## config.mk

```make
export PLATFORM = sky130hd
export DESIGN_NAME = ld8_sequencer
export DESIGN_NICKNAME = d
export VERILOG_FILES = /design/src/rtl/ld8_pkg.sv /design/src/rtl/ld8_regfile.sv /design/src/rtl/ld8_decode.sv /design/src/rtl/ld8_addrgen.sv /design/src/rtl/ld8_sequencer.sv
export SDC_FILE = /design/constraint.sdc
export NUM_CORES = 1
export LEC_CHECK = 0
export BUFFER_PORTS_ARGS = -buffer_cell sky130_fd_sc_hd__buf_2
export CAP_MARGIN = 20
export CORE_MARGIN = 10
export CORE_UTILIZATION = 59
export DETAILED_ROUTE_END_ITERATION = 8
export PLACE_DENSITY = 0.81
export SLEW_MARGIN = 20
export SYNTH_ARGS = -nofsm -noshare
export SYNTH_HDL_FRONTEND = slang
export SYNTH_HIERARCHICAL = 1
export SYNTH_SLANG_ARGS = --single-unit
export TNS_END_PERCENT = 20
```

## constraint.sdc

```tcl
create_clock -name clk -period 4 [get_ports clk]
set_input_delay 0.4 -clock clk [delete_from_list [all_inputs] [get_ports clk]]
set_output_delay 0.4 -clock clk [all_outputs]
set_load 0.01 [all_outputs]
```

## src/rtl/ld8_pkg.sv

```systemverilog
package ld8_pkg;

    localparam int ADDR_W  = 16;
    localparam int DATA_W  = 8;
    localparam int SEL_W   = 3;
    localparam int STATE_W = 5;
    localparam int TCNT_W  = 3;

    localparam logic [DATA_W-1:0] PFX_X    = 8'hDD;
    localparam logic [DATA_W-1:0] PFX_Y    = 8'hFD;
    localparam logic [DATA_W-1:0] OP_HALT  = 8'h76;
    localparam logic [DATA_W-1:0] OP_STIMM = 8'h36;

    localparam logic [SEL_W-1:0] CODE_MEM = 3'b110;
    localparam logic [SEL_W-1:0] CODE_H   = 3'b100;
    localparam logic [SEL_W-1:0] CODE_L   = 3'b101;

    typedef enum logic [2:0] {
        OPK_COPY,
        OPK_IMM,
        OPK_LOADM,
        OPK_STOREM,
        OPK_STOREI,
        OPK_HALT,
        OPK_PREFIX,
        OPK_BAD
    } opk_t;

    typedef struct packed {
        opk_t             kind;
        logic [SEL_W-1:0] dst;
        logic [SEL_W-1:0] src;
    } dec_t;

    typedef enum logic [2:0] {
        PH_OPC,
        PH_OPC2,
        PH_IMM,
        PH_DISP,
        PH_ADD,
        PH_MRD,
        PH_MWR,
        PH_STOP
    } phase_t;

    typedef enum logic [1:0] {
        BASE_HL,
        BASE_X,
        BASE_Y
    } base_t;

    // index of the last clock state of each machine-cycle kind
    function automatic logic [TCNT_W-1:0] phase_last(phase_t p);
        case (p)
            PH_OPC, PH_OPC2:       return 3'd3;
            PH_IMM, PH_DISP:       return 3'd2;
            PH_ADD:                return 3'd4;
            PH_MRD, PH_MWR:        return 3'd2;
            default:               return 3'd0;
        endcase
    endfunction

    function automatic dec_t classify(logic [DATA_W-1:0] op, logic indexed);
        dec_t d;
        d.dst  = op[5:3];
        d.src  = op[2:0];
        d.kind = OPK_BAD;
        if (!indexed) begin
            if (op == PFX_X || op == PFX_Y)       d.kind = OPK_PREFIX;
            else if (op == OP_HALT)               d.kind = OPK_HALT;
            else if (op == OP_STIMM)              d.kind = OPK_STOREI;
            else if (op[7:6] == 2'b01) begin
                if (op[5:3] == CODE_MEM)          d.kind = OPK_STOREM;
                else if (op[2:0] == CODE_MEM)     d.kind = OPK_LOADM;
                else                              d.kind = OPK_COPY;
            end
            else if (op[7:6] == 2'b00 && op[2:0] == CODE_MEM)
                                                  d.kind = OPK_IMM;
        end else if (op[7:6] == 2'b01 && op != OP_HALT) begin
            if (op[5:3] == CODE_MEM)              d.kind = OPK_STOREM;
            else if (op[2:0] == CODE_MEM)         d.kind = OPK_LOADM;
        end
        return d;
    endfunction

endpackage

```

## src/rtl/ld8_regfile.sv

```systemverilog
module ld8_regfile
    import ld8_pkg::*;
#(
    parameter int DW   = DATA_W,
    parameter int SELW = SEL_W
) (
    input  logic            clk,
    input  logic            rst,
    input  logic            we,
    input  logic [SELW-1:0] waddr,
    input  logic [DW-1:0]   wdata,
    input  logic [SELW-1:0] ra_sel,
    output logic [DW-1:0]   ra_data,
    output logic [2*DW-1:0] hl,
    input  logic [SELW-1:0] dbg_sel,
    output logic [DW-1:0]   dbg_data
);
    localparam int NSLOT = 1 << SELW;

    logic [DW-1:0] slot_q [NSLOT];

    generate
        for (genvar g = 0; g < NSLOT; g++) begin : g_slot
            if (g == int'(CODE_MEM)) begin : g_hole
                assign slot_q[g] = '0;
            end else begin : g_reg
                always_ff @(posedge clk) begin
                    if (rst)
                        slot_q[g] <= '0;
                    else if (we && waddr == SELW'(g))
                        slot_q[g] <= wdata;
                end
            end
        end
    endgenerate

    assign ra_data  = slot_q[ra_sel];
    assign dbg_data = slot_q[dbg_sel];
    assign hl       = {slot_q[CODE_H], slot_q[CODE_L]};
endmodule

```

## src/rtl/ld8_decode.sv

```systemverilog
module ld8_decode
    import ld8_pkg::*;
(
    input  logic [DATA_W-1:0] op,
    input  logic              indexed,
    output dec_t              dec
);
    always_comb dec = classify(op, indexed);
endmodule

```

## src/rtl/ld8_addrgen.sv

```systemverilog
module ld8_addrgen #(
    parameter int AW = 16,
    parameter int DW = 8
) (
    input  logic [AW-1:0] base,
    input  logic [DW-1:0] disp,
    output logic [AW-1:0] ea
);
    localparam int EXT_W = AW - DW;

    // signed displacement, sum truncated to AW bits
    assign ea = base + {{EXT_W{disp[DW-1]}}, disp};
endmodule

```

## src/rtl/ld8_sequencer.sv

```systemverilog
module ld8_sequencer
    import ld8_pkg::*;
#(
    parameter logic [ADDR_W-1:0] RESET_PC = '0
) (
    input  logic               clk,
    input  logic               rst,
    output logic [ADDR_W-1:0]  mem_addr,
    output logic               mem_rd,
    output logic               mem_wr,
    output logic [DATA_W-1:0]  mem_wdata,
    input  logic [DATA_W-1:0]  mem_rdata,
    input  logic [ADDR_W-1:0]  ix_val,
    input  logic [ADDR_W-1:0]  iy_val,
    output logic [ADDR_W-1:0]  pc,
    output logic               instr_done,
    output logic [STATE_W-1:0] instr_states,
    output logic               halted,
    output logic               illegal,
    input  logic [SEL_W-1:0]   dbg_sel,
    output logic [DATA_W-1:0]  dbg_data
);
    phase_t              phase_q;
    logic [TCNT_W-1:0]   tcnt_q;
    logic [ADDR_W-1:0]   pc_q;
    opk_t                kind_q;
    logic [SEL_W-1:0]    dst_q;
    logic [SEL_W-1:0]    src_q;
    base_t               base_q;
    logic [DATA_W-1:0]   imm_q;
    logic [ADDR_W-1:0]   ea_q;
    logic [STATE_W-1:0]  scnt_q;
    logic                done_q;
    logic [STATE_W-1:0]  dstates_q;
    logic                halt_q;
    logic                bad_q;

    dec_t                dec;
    logic                last;
    logic                finish;
    logic                rf_we;
    logic [SEL_W-1:0]    rf_waddr;
    logic [DATA_W-1:0]   rf_wdata;
    logic [SEL_W-1:0]    ra_sel;
    logic [DATA_W-1:0]   ra_data;
    logic [ADDR_W-1:0]   hl;
    logic [ADDR_W-1:0]   base_val;
    logic [ADDR_W-1:0]   ea_idx;

    ld8_decode u_dec (
        .op      (mem_rdata),
        .indexed (phase_q == PH_OPC2),
        .dec     (dec)
    );

    ld8_regfile #(.DW(DATA_W), .SELW(SEL_W)) u_rf (
        .clk      (clk),
        .rst      (rst),
        .we       (rf_we),
        .waddr    (rf_waddr),
        .wdata    (rf_wdata),
        .ra_sel   (ra_sel),
        .ra_data  (ra_data),
        .hl       (hl),
        .dbg_sel  (dbg_sel),
        .dbg_data (dbg_data)
    );

    always_comb begin
        case (base_q)
            BASE_X:  base_val = ix_val;
            BASE_Y:  base_val = iy_val;
            default: base_val = hl;
        endcase
    end

    ld8_addrgen #(.AW(ADDR_W), .DW(DATA_W)) u_ag (
        .base (base_val),
        .disp (mem_rdata),
        .ea   (ea_idx)
    );

    assign last   = (tcnt_q == phase_last(phase_q));
    assign ra_sel = (phase_q == PH_OPC) ? dec.src : src_q;

    always_comb begin
        finish = 1'b0;
        if (last) begin
            case (phase_q)
                PH_OPC:         finish = (dec.kind == OPK_COPY);
                PH_IMM:         finish = (kind_q == OPK_IMM);
                PH_MRD, PH_MWR: finish = 1'b1;
                default:        finish = 1'b0;
            endcase
        end
    end

    always_comb begin
        rf_we    = 1'b0;
        rf_waddr = dst_q;
        rf_wdata = mem_rdata;
        if (last) begin
            case (phase_q)
                PH_OPC: begin
                    if (dec.kind == OPK_COPY) begin
                        rf_we    = 1'b1;
                        rf_waddr = dec.dst;
                        rf_wdata = ra_data;
                    end
                end
                PH_IMM:  rf_we = (kind_q == OPK_IMM);
                PH_MRD:  rf_we = 1'b1;
                default: rf_we = 1'b0;
            endcase
        end
    end

    always_ff @(posedge clk) begin
        if (rst) begin
            phase_q   <= PH_OPC;
            tcnt_q    <= '0;
            pc_q      <= RESET_PC;
            kind_q    <= OPK_COPY;
            dst_q     <= '0;
            src_q     <= '0;
            base_q    <= BASE_HL;
            imm_q     <= '0;
            ea_q      <= '0;
            scnt_q    <= '0;
            done_q    <= 1'b0;
            dstates_q <= '0;
            halt_q    <= 1'b0;
            bad_q     <= 1'b0;
        end else begin
            done_q <= finish;
            if (finish)
                dstates_q <= scnt_q + 1'b1;
            if (phase_q != PH_STOP) begin
                scnt_q <= finish ? '0 : scnt_q + 1'b1;
                if (!last) begin
                    tcnt_q <= tcnt_q + 1'b1;
                end else begin
                    tcnt_q <= '0;
                    case (phase_q)
                        PH_OPC: begin
                            pc_q   <= pc_q + 1'b1;
                            dst_q  <= dec.dst;
                            src_q  <= dec.src;
                            kind_q <= dec.kind;
                            case (dec.kind)
                                OPK_COPY:   phase_q <= PH_OPC;
                                OPK_IMM,
                                OPK_STOREI: phase_q <= PH_IMM;
                                OPK_LOADM: begin
                                    ea_q    <= hl;
                                    phase_q <= PH_MRD;
                                end
                                OPK_STOREM: begin
                                    ea_q    <= hl;
                                    phase_q <= PH_MWR;
                                end
                                OPK_HALT: begin
                                    halt_q  <= 1'b1;
                                    phase_q <= PH_STOP;
                                end
                                OPK_PREFIX: begin
                                    base_q  <= (mem_rdata == PFX_Y) ? BASE_Y : BASE_X;
                                    phase_q <= PH_OPC2;
                                end
                                default: begin
                                    bad_q   <= 1'b1;
                                    phase_q <= PH_STOP;
                                end
                            endcase
                        end
                        PH_OPC2: begin
                            pc_q   <= pc_q + 1'b1;
                            dst_q  <= dec.dst;
                            src_q  <= dec.src;
                            kind_q <= dec.kind;
                            if (dec.kind == OPK_LOADM || dec.kind == OPK_STOREM) begin
                                phase_q <= PH_DISP;
                            end else begin
                                bad_q   <= 1'b1;
                                phase_q <= PH_STOP;
                            end
                        end
                        PH_IMM: begin
                            pc_q  <= pc_q + 1'b1;
                            imm_q <= mem_rdata;
                            if (kind_q == OPK_STOREI) begin
                                ea_q    <= hl;
                                phase_q <= PH_MWR;
                            end else begin
                                phase_q <= PH_OPC;
                            end
                        end
                        PH_DISP: begin
                            pc_q    <= pc_q + 1'b1;
                            ea_q    <= ea_idx;
                            phase_q <= PH_ADD;
                        end
                        PH_ADD:
                            phase_q <= (kind_q == OPK_LOADM) ? PH_MRD : PH_MWR;
                        PH_MRD, PH_MWR:
                            phase_q <= PH_OPC;
                        default:
                            phase_q <= PH_STOP;
                    endcase
                end
            end
        end
    end

    always_comb begin
        case (phase_q)
            PH_MRD, PH_MWR: mem_addr = ea_q;
            default:        mem_addr = pc_q;
        endcase
    end

    assign mem_rd = (phase_q == PH_OPC)  || (phase_q == PH_OPC2) ||
                    (phase_q == PH_IMM)  || (phase_q == PH_DISP) ||
                    (phase_q == PH_MRD);
    assign mem_wr    = (phase_q == PH_MWR) && last;
    assign mem_wdata = (kind_q == OPK_STOREI) ? imm_q : ra_data;

    assign pc           = pc_q;
    assign instr_done   = done_q;
    assign instr_states = dstates_q;
    assign halted       = halt_q;
    assign illegal      = bad_q;
endmodule

```

# Yosys cells after proc, flatten, opt, wreduce, memory -nomap -nowiden
# Cells that the tools add are included.
# word_totals
register_bits	126
latch_bits	0
ram_bits	0
romBits	0
out_inout_bits	58
memories	0
# op_classes
addsub	4
mul	0
n_div	0
n_lt_le_gt_ge	2
n_eq_ne	37
shifts	0
n_mux	47
n_bitwise	2
n_reduce_logical	37
# ops
cell	n
8-bit two-way mux	8
3-bit two-way mux	17
8-bit binary-select mux with 3-bit select	2
16-bit two-way mux	3
16-bit case mux with 3 select lines	1
3-bit == test, second input constant	12
16-bit case mux with 2 select lines	1
3-bit by 2-bit == test with 1-bit output, second input constant	7
3-bit case mux with 6 select lines	1
16-bit by 1-bit adder with 16-bit output, second input constant	1
16-bit adder	1
8-bit == test, second input constant	2
3-bit case mux with 5 select lines	1
3-bit by 1-bit == test with 1-bit output, second input constant	4
1-bit logical AND	10
5-bit AND reduction	2
3-bit logical NOT	3
3-bit case mux with 3 select lines	1
3-bit AND reduction	3
8-bit by 6-bit == test with 1-bit output, second input constant	1
8-bit by 7-bit == test with 1-bit output, second input constant	1
4-bit greater-or-equal comparator, second input constant	2
8-bit by 7-bit != test with 1-bit output, second input constant	1
3-bit NOT with 4-bit output	2
22 further kinds	42

# Depth between registers and ports, before layout
# Gate-level depths: netlist of the first run.
# depth
ltp_word	14
depth_mapped	18

# Modules after synthesis
# The synthesis of the first run kept the hierarchy.
# modules_own_cells
mod	instances	cells_each	area_each_um2	seq_area_each_um2
ld8_sequencer	1	511	4199.0	1401.3
ld8_regfile	1	351	3210.6	1121.1
ld8_addrgen	1	98	724.4	0.0
ld8_decode	1	21	195.2	0.0

# Worst setup path before layout of the first run
# Ideal clock, no wire load.
# synth_path
path_kind	register to register
from	reg phase_q[0]
to	reg u_rf/slot_q[40] (netlist name)
t_arrival_ns	3.437
slack_ns	0.436
stages_incl_launch_ff	19
path_buffers	7
synth_period_minus_slack_ns	3.564
cell_sequence	dfxtp_1 buf_2 buf_1 clkbuf_1 and3_1 nor4_1 a31oi_1 o22a_2 clkbuf_1 nor3_1 nand2_1 nor2_2 buf_6 mux2_1 buf_6 and4bb_1 buf_6 mux2i_1 nor2_1
# synth_rtl
item	line_no	text
start, declared	ld8_sequencer.sv:23	phase_t phase_q;
start signal, assigned	ld8_sequencer.sv:204	phase_q <= (kind_q == OPK_LOADM) ? PH_MRD : PH_MWR;
end signal, assigned by index	ld8_regfile.sv:31	slot_q[g] <= wdata;
end, declared	ld8_regfile.sv:20	logic [DW-1:0] slot_q [NSLOT];

# Worst setup path in the final report of the first run
# layout_path
from	reg phase_q[0]
to	out mem_wdata[7]
# layout_via
elab_chain_len	7
# layout_rtl
item	line_no	text
3-bit logical NOT	ld8_sequencer.sv:84	assign ra_sel = (phase_q == PH_OPC) ? dec.src : src_q;
3-bit two-way mux	ld8_sequencer.sv:84	
net ra_sel[0]	ld8_sequencer.sv:44	logic [SEL_W-1:0] ra_sel;
3-bit NOT with 4-bit output (not written as such)	ld8_regfile.sv:37	assign ra_data = slot_q[ra_sel];
8-bit binary-select mux with 3-bit select	ld8_regfile.sv:37	
8-bit two-way mux (not written as such) (2 in a row)	ld8_regfile.sv:37	
net ra_data[7]	ld8_sequencer.sv:45	logic [DATA_W-1:0] ra_data;
8-bit two-way mux	ld8_sequencer.sv:226	assign mem_wdata = (kind_q == OPK_STOREI) ? imm_q : ra_data;
end, declared	ld8_sequencer.sv:11	output logic [DATA_W-1:0] mem_wdata,
# The timed path passes the listed nets, and every way through them passes these cells. The select of a mux whose other input is x is not followed.

==> results of run 1 <==
## kinds of logic (layout without fill, tap and decap cells)
family                     after synthesis  in the layout
buffers and inverters                  105            160
muxes                                  121            121
xor gates and xnor gates                36             36
DFF                                    126            126
and+or+nand+nor                        350            350
AOI/OAI and AO/OA                      222            222
adders and majority gates               21             21
## power breakdown
part           internal, mW  switching, mW
logic                 0.214          0.350
clock network          1.03          0.553
registers              1.28         0.0312
total                  2.53          0.935
## repair_timing
| item | 4_1_cts | 5_1_grt |
|---|---|---|
| buffers inserted | 0 | 0 |
| setup endpoints to repair | 0 | 2 |
| gates resized for setup | 0 | 1 |
## per-stage QoR
stage               instances  setup WS (ps)  cell area (um^2)
floorplan                 981            436              8330
global placement         1186            457              8610
detailed placement       1186            351              8610
CTS                      1216            165              9210
global route             1216            106              9210
finish                   1216            216              9210
## critical path, stage by stage (launching register included)
cell	delay, ps
sky130_fd_sc_hd__dfxtp_1	390
sky130_fd_sc_hd__buf_4	210
sky130_fd_sc_hd__nor3_2	330
sky130_fd_sc_hd__mux2_2	610
sky130_fd_sc_hd__buf_4	280
sky130_fd_sc_hd__mux2i_1	150
sky130_fd_sc_hd__a221oi_1	550
sky130_fd_sc_hd__mux2_2	280
sky130_fd_sc_hd__buf_2	140
## final timing paths
| path | end | slack [ps] | depth (start not counted) |
|---|---|---|---|
| max reg2reg | u_rf/slot_q[46]$_SDFFE_PP0P_ | 410 | 12 |
| max | mem_wdata[7] | 220 | 8 |
| min | src_q[0]$_SDFFE_PP0P_ | 310 | 3 |
| min reg2reg | src_q[2]$_SDFFE_PP0P_ | 460 | 2 |
## layout by cell type (no fill, tap or decap), types with 5 or more instances in the layout
cell,instances
sky130_fd_sc_hd__mux2i_1,74
sky130_fd_sc_hd__xnor2_1,23
sky130_fd_sc_hd__or3_1,5
sky130_fd_sc_hd__nand4_1,7
sky130_fd_sc_hd__nor2_1,83
sky130_fd_sc_hd__nor2b_1,9
sky130_fd_sc_hd__xor2_1,12
sky130_fd_sc_hd__mux2_2,35
sky130_fd_sc_hd__o21ai_0,32
sky130_fd_sc_hd__nor3_1,11
sky130_fd_sc_hd__buf_4,17
sky130_fd_sc_hd__buf_2,101
sky130_fd_sc_hd__nand2_1,144
sky130_fd_sc_hd__a221oi_2,7
sky130_fd_sc_hd__a311oi_1,6
sky130_fd_sc_hd__mux2_1,10
sky130_fd_sc_hd__clkbuf_16,17
sky130_fd_sc_hd__nand2b_1,5
sky130_fd_sc_hd__inv_1,12
sky130_fd_sc_hd__o211a_1,8
sky130_fd_sc_hd__a221oi_1,17
sky130_fd_sc_hd__ha_1,20
sky130_fd_sc_hd__dfxtp_1,126
sky130_fd_sc_hd__a21oi_1,81
sky130_fd_sc_hd__and3_1,5
sky130_fd_sc_hd__a311oi_2,12
sky130_fd_sc_hd__a211oi_1,7
sky130_fd_sc_hd__nand3_1,43
sky130_fd_sc_hd__a22oi_1,17
## state kept, by name, summed over array words and instances, names as in the netlist
| signal | cells |
|---|---|
| instr_done | 1 |
| scnt_q | 5 |
| u_rf/slot_q | 40 |
| dst_q | 3 |
| src_q | 3 |
| base_q | 2 |
| imm_q | 8 |
| ea_q | 16 |
| illegal | 1 |
| u_rf/hl | 16 |
| pc | 16 |
| kind_q | 3 |
| tcnt_q | 3 |
| instr_states | 5 |
| halted | 1 |
| phase_q | 3 |
## area by class of cell
| type | count | area share, % |
|---|---|---|
| multi-input combinational | 750 | 56.3 |
| clock buffer | 23 | 5.30 |
| sequential | 126 | 27.4 |
| clock inverter | 7 | 1.20 |
| tap | 180 | 2.44 |
| timing repair buffer | 118 | 6.87 |
| inverter | 12 | 0.489 |
## per-layer routing
layer  routed length [um]  vias up  part of all wire (%)
met5                    0        -                     0
met4                  761        0                   3.2
met3                 1980       53                   8.4
met2                10900      354                    47
met1                 9800     3633                    42
li1                     -     3614                     -
## synthesized netlist by cell type (17+ instances only)
cell                       number  area (um^2)
sky130_fd_sc_hd__nand3_1       43          215
sky130_fd_sc_hd__buf_2         18         90.1
sky130_fd_sc_hd__a221oi_1      17          149
sky130_fd_sc_hd__clkbuf_1      29          109
sky130_fd_sc_hd__buf_4         32          240
sky130_fd_sc_hd__nand2_1      144          541
sky130_fd_sc_hd__nor2_1        83          312
sky130_fd_sc_hd__a22oi_1       17          128
sky130_fd_sc_hd__o21ai_0       32          160
sky130_fd_sc_hd__ha_1          20          250
sky130_fd_sc_hd__dfxtp_1      126         2520
sky130_fd_sc_hd__mux2_2        35          394
sky130_fd_sc_hd__a21oi_1       81          405
sky130_fd_sc_hd__mux2i_1       74          741
sky130_fd_sc_hd__xnor2_1       23          201
==> impl_metrics.prom, run 1 <==
# TYPE chip_impl_metric gauge
chip_impl_metric{name="max-vdd-ir-drop",unit="V"} 0.000309
chip_impl_metric{name="final_core_util",unit="%"} 66.4
chip_impl_metric{name="gp_congestion",unit=""} 1.02
chip_impl_metric{name="synth_area",unit="um^2"} 8330
chip_impl_metric{name="post_synth_fa_ha_maj_area_fraction",unit="%"} 3.24
chip_impl_info{name="globalRoute.busiestLayer",value="met2"} 1
chip_impl_info{name="status",value="finished, final reports clean"} 1
chip_impl_info{name="largest_family_of_logic_cells_by_synthesized_area",value="simple AND/OR/NAND/NOR gates"} 1
chip_impl_metric{name="width_of_the_die",unit="um"} 139
chip_impl_metric{name="multi_input_area",unit="um^2"} 5190
chip_impl_metric{name="timing.final.setup_violations",unit=""} 0
chip_impl_metric{name="die_area",unit="um^2"} 19300
chip_impl_metric{name="first_pass_grt_wire_length",unit="um"} 37000
chip_impl_metric{name="edff_count_synth",unit=""} 0
chip_impl_metric{name="post_cts_hold_buffer_count",unit=""} 0
chip_impl_metric{name="htreeDepth",unit=""} 4
chip_impl_info{name="tritoncts",value="built"} 1
chip_impl_metric{name="cts.sinks",unit=""} 126
chip_impl_metric{name="worst_pin_slew",unit="ps"} 753
chip_impl_info{name="worst_hold_path_type",value="in2reg"} 1
chip_impl_metric{name="initial_utilization",unit="%"} 60.0
chip_impl_metric{name="maximum_number_of_pins_on_one_net_before_global_route_repair",unit=""} 61
chip_impl_metric{name="finish.net_count",unit=""} 1091
chip_impl_metric{name="drv_cap",unit=""} 0
chip_impl_metric{name="iteration_count_of_the_initial_detailed_routing_pass",unit=""} 5
chip_impl_info{name="worstReg2RegStart",value="phase_q[1]$_SDFFE_PP0P_"} 1
chip_impl_metric{name="synth.yosys.seq_area_share",unit="%"} 30.3
chip_impl_info{name="min_from",value="mem_rdata[0]"} 1
chip_impl_metric{name="detailed_router_s_first_iteration_violation_count",unit=""} 795
chip_impl_metric{name="final.fill_count",unit=""} 1145
chip_impl_metric{name="skew",unit="ps"} 7.21
chip_impl_metric{name="synth_async_sr_flop_share",unit="%"} 0
chip_impl_metric{name="synth_seq_cells",unit=""} 126
chip_impl_metric{name="timing.final.max_slew_violations",unit=""} 0
chip_impl_info{name="worstSetupPathType",value="reg2out"} 1
chip_impl_metric{name="share_of_layout_cells_above_drive_strength_1",unit="%"} 21.7
chip_impl_metric{name="post-route-drc-count",unit=""} 0
chip_impl_metric{name="ios",unit=""} 103
chip_impl_metric{name="slew-limit-headroom",unit="%"} 49.7
chip_impl_metric{name="synthesis.instances",unit=""} 981
chip_impl_metric{name="tns",unit="ps"} 0
chip_impl_metric{name="met3_usage",unit="%"} 6.03
chip_impl_metric{name="totalWireLength",unit="um"} 23500
chip_impl_metric{name="timing.final.crit_share",unit="%"} 94.6
chip_impl_metric{name="chipHeight",unit="um"} 139
chip_impl_info{name="ctsRootBufferMaster",value="sky130_fd_sc_hd__clkbuf_16"} 1
chip_impl_metric{name="synth_area_in_compound_gates",unit="%"} 19.5
chip_impl_metric{name="layout_min_cycle_time",unit="ps"} 3780
chip_impl_metric{name="post_synth_mux_area_share",unit="%"} 15.3
chip_impl_metric{name="antenna_violations_before_repair",unit=""} 0
chip_impl_metric{name="clk_transition_reported_paths",unit="ps"} 60
chip_impl_metric{name="synth_warnings",unit=""} 6
chip_impl_metric{name="groute.layer.met2.usage",unit="%"} 36.4
chip_impl_metric{name="diodes",unit=""} 0
chip_impl_metric{name="critPathRequiredTime",unit="ps"} 3600
chip_impl_metric{name="layout.area.seq",unit="um^2"} 2520
chip_impl_metric{name="max_clock_freq",unit="GHz"} 0.264
chip_impl_info{name="grt_setup_unrepaired",value="false"} 1
chip_impl_info{name="ys_dominant_reg_cell",value="sky130_fd_sc_hd__dfxtp_1"} 1
chip_impl_metric{name="synth_xor_xnor_area_share",unit="%"} 3.88
chip_impl_metric{name="cts.path.max_buffers",unit=""} 2
chip_impl_metric{name="final_hold_viol_count",unit=""} 0
chip_impl_metric{name="postSynthNetCount",unit=""} 1047
chip_impl_metric{name="grt.overflow.total",unit=""} 0
chip_impl_metric{name="track_usage",unit="%"} 23.1
chip_impl_metric{name="fp.coreArea",unit="um^2"} 13900
chip_impl_metric{name="postSynthAreaPerCell",unit="um^2"} 8.49
chip_impl_metric{name="route.detailed.wl_per_inst",unit="um"} 19.3
chip_impl_info{name="setup_crit_end_kind",value="output port"} 1
chip_impl_metric{name="critical_path_arrival",unit="ps"} 3380
chip_impl_metric{name="global_route.usage.met1",unit="%"} 28.9
chip_impl_metric{name="cellPowerDensity",unit="nW/um^2"} 376
chip_impl_metric{name="leakage_power_total",unit="nW"} 3.54
chip_impl_metric{name="total_power",unit="mW"} 3.46
chip_impl_info{name="crit_path_start",value="phase_q[0]$_SDFFE_PP0P_"} 1
chip_impl_metric{name="final_antenna_net_count",unit=""} 0
chip_impl_metric{name="path_max_fanout",unit=""} 19
chip_impl_metric{name="grt_pass1_vias",unit=""} 7042
chip_impl_metric{name="hpwl",unit="um"} 16600
chip_impl_metric{name="synth_cell_type_count",unit=""} 76
chip_impl_metric{name="std_cell_rows",unit=""} 43
chip_impl_metric{name="final.hold.worst_slack",unit="ps"} 307
chip_impl_metric{name="route.vias.total",unit=""} 7654
chip_impl_metric{name="drt-vias-per-instance",unit=""} 6.29
chip_impl_metric{name="tritoncts.num_buffers",unit=""} 17
chip_impl_metric{name="buffer_ports.inserted",unit=""} 102
chip_impl_metric{name="synth-simple-area-share",unit="%"} 20.3
chip_impl_metric{name="syn2layout_area_growth",unit="%"} 10.6
chip_impl_metric{name="clock_network_latency_to_the_later_pin_of_the_worst_skew_pair",unit="ps"} 430
chip_impl_info{name="crit_start_category",value="flip-flop"} 1
Power figures use the tool's default switching activity.
==> run 2, diff against run 1 <==
Settings changed: ABC_AREA set to 1, CORE_UTILIZATION 59 to 60, PLACE_DENSITY 0.81 to 0.82.
==> run 2 against run 1 <==
Compared with the run above:
- worst hold slack better by 110 ps
- design area is 8.7% higher
- flip-flop and latch count stayed put
- cell count is 51% higher
- setup slack better by 210 ps
- clock-buffer cell count stayed put
- highest routed layer unchanged
- die area is 5.4% higher
- largest power group is now combinational cells
- largest cell class unchanged
- wire length is 15% higher
==> impl_metrics.prom, run 2 <==
# TYPE chip_impl_metric gauge
chip_impl_info{name="ys_top_cells_by_area",value="sky130_fd_sc_hd__dfxtp_1 28%, sky130_fd_sc_hd__nand2_1 22%, sky130_fd_sc_hd__nor2_1 10%"} 1
chip_impl_info{name="cpLargestDelayFamily",value="simple AND/OR/NAND/NOR gates"} 1
chip_impl_metric{name="iteration_count_of_the_initial_detailed_routing_pass",unit=""} 6
chip_impl_metric{name="cellPowerDensity",unit="nW/um^2"} 547
chip_impl_metric{name="cts.sinks",unit=""} 126
chip_impl_metric{name="critical_path_arrival",unit="ps"} 3170
chip_impl_info{name="timing.critical_path.slowest_stage_cell",value="sky130_fd_sc_hd__dfxtp_1"} 1
chip_impl_metric{name="postSynthAreaPerCell",unit="um^2"} 5.72
chip_impl_metric{name="max_clock_freq",unit="GHz"} 0.280
chip_impl_metric{name="chipHeight",unit="um"} 143
chip_impl_metric{name="route.vias.total",unit=""} 9949
chip_impl_metric{name="final.fill_count",unit=""} 1366
chip_impl_metric{name="synth.yosys.seq_area_share",unit="%"} 28.0
chip_impl_metric{name="timing.critical_path.buf_inv",unit=""} 4
chip_impl_metric{name="max-vdd-ir-drop",unit="V"} 0.000471
chip_impl_metric{name="edff_count_synth",unit=""} 0
chip_impl_info{name="layout.cells.most_common",value="sky130_fd_sc_hd__nand2_1"} 1
chip_impl_info{name="tritoncts",value="built"} 1
chip_impl_metric{name="totalWireLength",unit="um"} 27100
chip_impl_metric{name="worstHoldPathCells",unit=""} 3
chip_impl_metric{name="initial_utilization",unit="%"} 61.5
chip_impl_metric{name="width_of_the_die",unit="um"} 143
chip_impl_metric{name="cts.path.max_buffers",unit=""} 2
chip_impl_metric{name="timing.final.crit_share",unit="%"} 89.3
chip_impl_info{name="grt_setup_unrepaired",value="false"} 1
chip_impl_metric{name="htreeDepth",unit=""} 4
chip_impl_metric{name="critical_path_depth",unit=""} 14
chip_impl_metric{name="final_hold_viol_count",unit=""} 0
chip_impl_metric{name="dp.cells",unit=""} 1799
chip_impl_metric{name="route.detailed.wl_per_inst",unit="um"} 14.8
chip_impl_metric{name="largest_reg_flops",unit=""} 40
chip_impl_info{name="yosys-top-cells-count",value="539 x sky130_fd_sc_hd__nand2_1, 251 x sky130_fd_sc_hd__nor2_1, 173 x sky130_fd_sc_hd__inv_1, 126 x sky130_fd_sc_hd__dfxtp_1, 108 x sky130_fd_sc_hd__nand3_1"} 1
chip_impl_info{name="yosys.cell_count.top_type",value="sky130_fd_sc_hd__nand2_1"} 1
chip_impl_metric{name="gp_congestion",unit=""} 0.982
chip_impl_metric{name="drv_cap",unit=""} 0
chip_impl_metric{name="synth_async_sr_flop_share",unit="%"} 0
chip_impl_info{name="largest-register",value="u_rf/slot_q"} 1
chip_impl_metric{name="share_of_layout_cells_above_drive_strength_1",unit="%"} 12.0
chip_impl_info{name="crit_start_category",value="flip-flop"} 1
chip_impl_metric{name="skew",unit="ps"} 7.81
chip_impl_info{name="crit_path_cell_trace",value="nor2_1 -> buf_4 -> nand2_1 -> nand2_1 -> o21ai_1 -> inv_1 -> nand2_1 -> nand3_1 -> nand2_1 -> nand2_1 -> nand2_1 -> inv_1 -> o21ai_0 -> buf_2"} 1
chip_impl_metric{name="buffer_ports.inserted",unit=""} 102
chip_impl_metric{name="hpwl",unit="um"} 19700
chip_impl_metric{name="std_cell_rows",unit=""} 44
chip_impl_metric{name="grt_pass1_vias",unit=""} 8939
chip_impl_metric{name="maximum_number_of_pins_on_one_net_before_global_route_repair",unit=""} 57
chip_impl_metric{name="critPathRequiredTime",unit="ps"} 3600
chip_impl_info{name="critPathMostFrequentCell",value="sky130_fd_sc_hd__nand2_1"} 1
chip_impl_metric{name="post-route-drc-count",unit=""} 0
chip_impl_metric{name="ios",unit=""} 103
chip_impl_metric{name="antenna_violations_before_repair",unit=""} 0
chip_impl_metric{name="track_usage",unit="%"} 26.2
chip_impl_metric{name="post_cts_hold_buffer_count",unit=""} 0
chip_impl_info{name="min_to",value="imm_q[3]$_SDFFE_PP0P_"} 1
chip_impl_metric{name="drt-vias-per-instance",unit=""} 5.43
chip_impl_metric{name="final-instance-count-excl-fill",unit=""} 1831
chip_impl_metric{name="worst-r2r-setup-slack",unit="ps"} 570
chip_impl_metric{name="synth_cell_type_count",unit=""} 37
chip_impl_info{name="ctsRootBufferMaster",value="sky130_fd_sc_hd__clkbuf_16"} 1
chip_impl_metric{name="post_cts_buffers",unit=""} 0
chip_impl_metric{name="tritoncts.num_buffers",unit=""} 17
chip_impl_info{name="status",value="finished, final reports clean"} 1
chip_impl_info{name="crit-reg2reg-capture",value="u_rf/slot_q[0]$_SDFFE_PP0P_"} 1
chip_impl_info{name="min_from",value="mem_rdata[3]"} 1
chip_impl_metric{name="synth_seq_cells",unit=""} 126
chip_impl_info{name="worst_hold_path_type",value="in2reg"} 1
chip_impl_metric{name="first_pass_grt_wire_length",unit="um"} 43700
chip_impl_metric{name="diodes",unit=""} 0
chip_impl_metric{name="synth_warnings",unit=""} 6
chip_impl_metric{name="timing.final.max_slew_violations",unit=""} 0
chip_impl_metric{name="layout.area.seq",unit="um^2"} 2520
chip_impl_metric{name="postSynthNetCount",unit=""} 1641
chip_impl_metric{name="synth_area",unit="um^2"} 9010
chip_impl_metric{name="clock_network_latency_to_the_later_pin_of_the_worst_skew_pair",unit="ps"} 420
chip_impl_metric{name="worst-r2r-cell-count",unit=""} 13
chip_impl_metric{name="multi_input_area",unit="um^2"} 5320
chip_impl_metric{name="detailed_router_s_first_iteration_violation_count",unit=""} 1212
chip_impl_metric{name="slew-limit-headroom",unit="%"} 43.9
chip_impl_info{name="yosysTopAreaCell",value="sky130_fd_sc_hd__dfxtp_1"} 1
chip_impl_metric{name="timing.final.setup_violations",unit=""} 0
chip_impl_metric{name="cts_resized",unit=""} 0
chip_impl_metric{name="slowest_cell_delay_on_critical_path",unit="ps"} 590
chip_impl_metric{name="clk_transition_reported_paths",unit="ps"} 60
chip_impl_metric{name="syn2layout_area_growth",unit="%"} 11.2
chip_impl_metric{name="path_max_fanout",unit=""} 24
chip_impl_metric{name="worst_pin_slew",unit="ps"} 833
chip_impl_metric{name="grt.overflow.total",unit=""} 0
chip_impl_metric{name="die_area",unit="um^2"} 20300
chip_impl_info{name="worstSetupPathType",value="reg2out"} 1
chip_impl_metric{name="fp.coreArea",unit="um^2"} 14600
chip_impl_info{name="setup_crit_end_kind",value="output port"} 1
chip_impl_metric{name="layout_min_cycle_time",unit="ps"} 3570
chip_impl_metric{name="yosys.area.top_type_share",unit="%"} 28.0
chip_impl_info{name="most-common-layout-cells",value="539 x sky130_fd_sc_hd__nand2_1, 251 x sky130_fd_sc_hd__nor2_1, 173 x sky130_fd_sc_hd__inv_1, 126 x sky130_fd_sc_hd__dfxtp_1, 108 x sky130_fd_sc_hd__nand3_1"} 1
chip_impl_info{name="worstReg2RegStart",value="phase_q[0]$_SDFFE_PP0P_"} 1
chip_impl_metric{name="tns",unit="ps"} 0
chip_impl_metric{name="synthesis.instances",unit=""} 1575
chip_impl_metric{name="leakage_power_total",unit="nW"} 5.16
chip_impl_metric{name="final_antenna_net_count",unit=""} 0
chip_impl_metric{name="finish.net_count",unit=""} 1700
chip_impl_info{name="ys_dominant_reg_cell",value="sky130_fd_sc_hd__dfxtp_1"} 1
## run 2: worst min-delay path: cells and delay by family
family | cells | cell delay, ps
AND/OR/NAND/NOR | 1 | 40
AO/OA/AOI/OAI | 1 | 180
buffers and inverters | 1 | 170
## run 2: layout make-up
type / instances / area share [%]
clock buffers: 23 / 4.67
flip-flops and latches: 126 / 25.2
repair buffers: 121 / 6.52
multi-input cells: 1179 / 53.1
clock inverters: 9 / 1.10
well taps: 184 / 2.30
inverters: 189 / 7.12
## run 2: kinds of logic (layout without fill, tap and decap cells)
logic type,after synthesis,after routing,share of synthesized area (%)
AO/OA/AOI/OAI,177,177,10.0
adder cells (fa/ha/maj),21,21,3.00
XOR/XNOR,21,21,2.04
buffers and inverters,270,342,12.9
AND/OR/NAND/NOR,960,960,44.0
flip-flops,126,126,28.0
## run 2: worst max-delay path by stage
| stage | start | end | slack, ps |
|---|---|---|---|
| 2_1_floorplan | phase_q[1]$_SDFFE_PP0P_ | u_rf/slot_q[0]$_SDFFE_PP0P_ | 1140 |
| 3_3_place_gp | mem_rdata[7] | u_rf/slot_q[1]$_SDFFE_PP0P_ | 630 |
| 3_5_place_dp | mem_rdata[7] | u_rf/slot_q[1]$_SDFFE_PP0P_ | 590 |
| 4_1_cts | phase_q[2]$_SDFFE_PP0P_ | mem_wdata[3] | 490 |
| 5_1_grt | phase_q[2]$_SDFFE_PP0P_ | mem_wdata[3] | 230 |
| 6_report | phase_q[2]$_SDFFE_PP0P_ | mem_wdata[3] | 430 |
## run 2: stage by stage
stage	hold slack (ps)	total power [mW]	utilization [%]	worst slack, ps	cell area, um^2
floorplan	441	3.31	-	1140	9010
global route	437	5.84	68.4	227	10000
global placement	437	3.87	64.4	634	9440
detailed placement	441	3.90	64.4	587	9440
finish	414	5.48	68.4	426	10000
CTS	405	5.44	68.4	489	10000
## run 2: metal layers
layer | vias up | wire length [um] | track usage [%]
li1 | 4988 | - | -
met1 | 4388 | 11700 | 34.5
met2 | 504 | 12000 | 41.4
met3 | 69 | 2560 | 5.04
met4 | 0 | 811 | 10.4
met5 | - | 0 | 0
## run 2: report_power, final
group	switching (mW)	internal (mW)	leakage, nW
combinational	1.69	0.753	3.87
clock	0.573	0.950	0.274
sequential	0.118	1.39	1.02
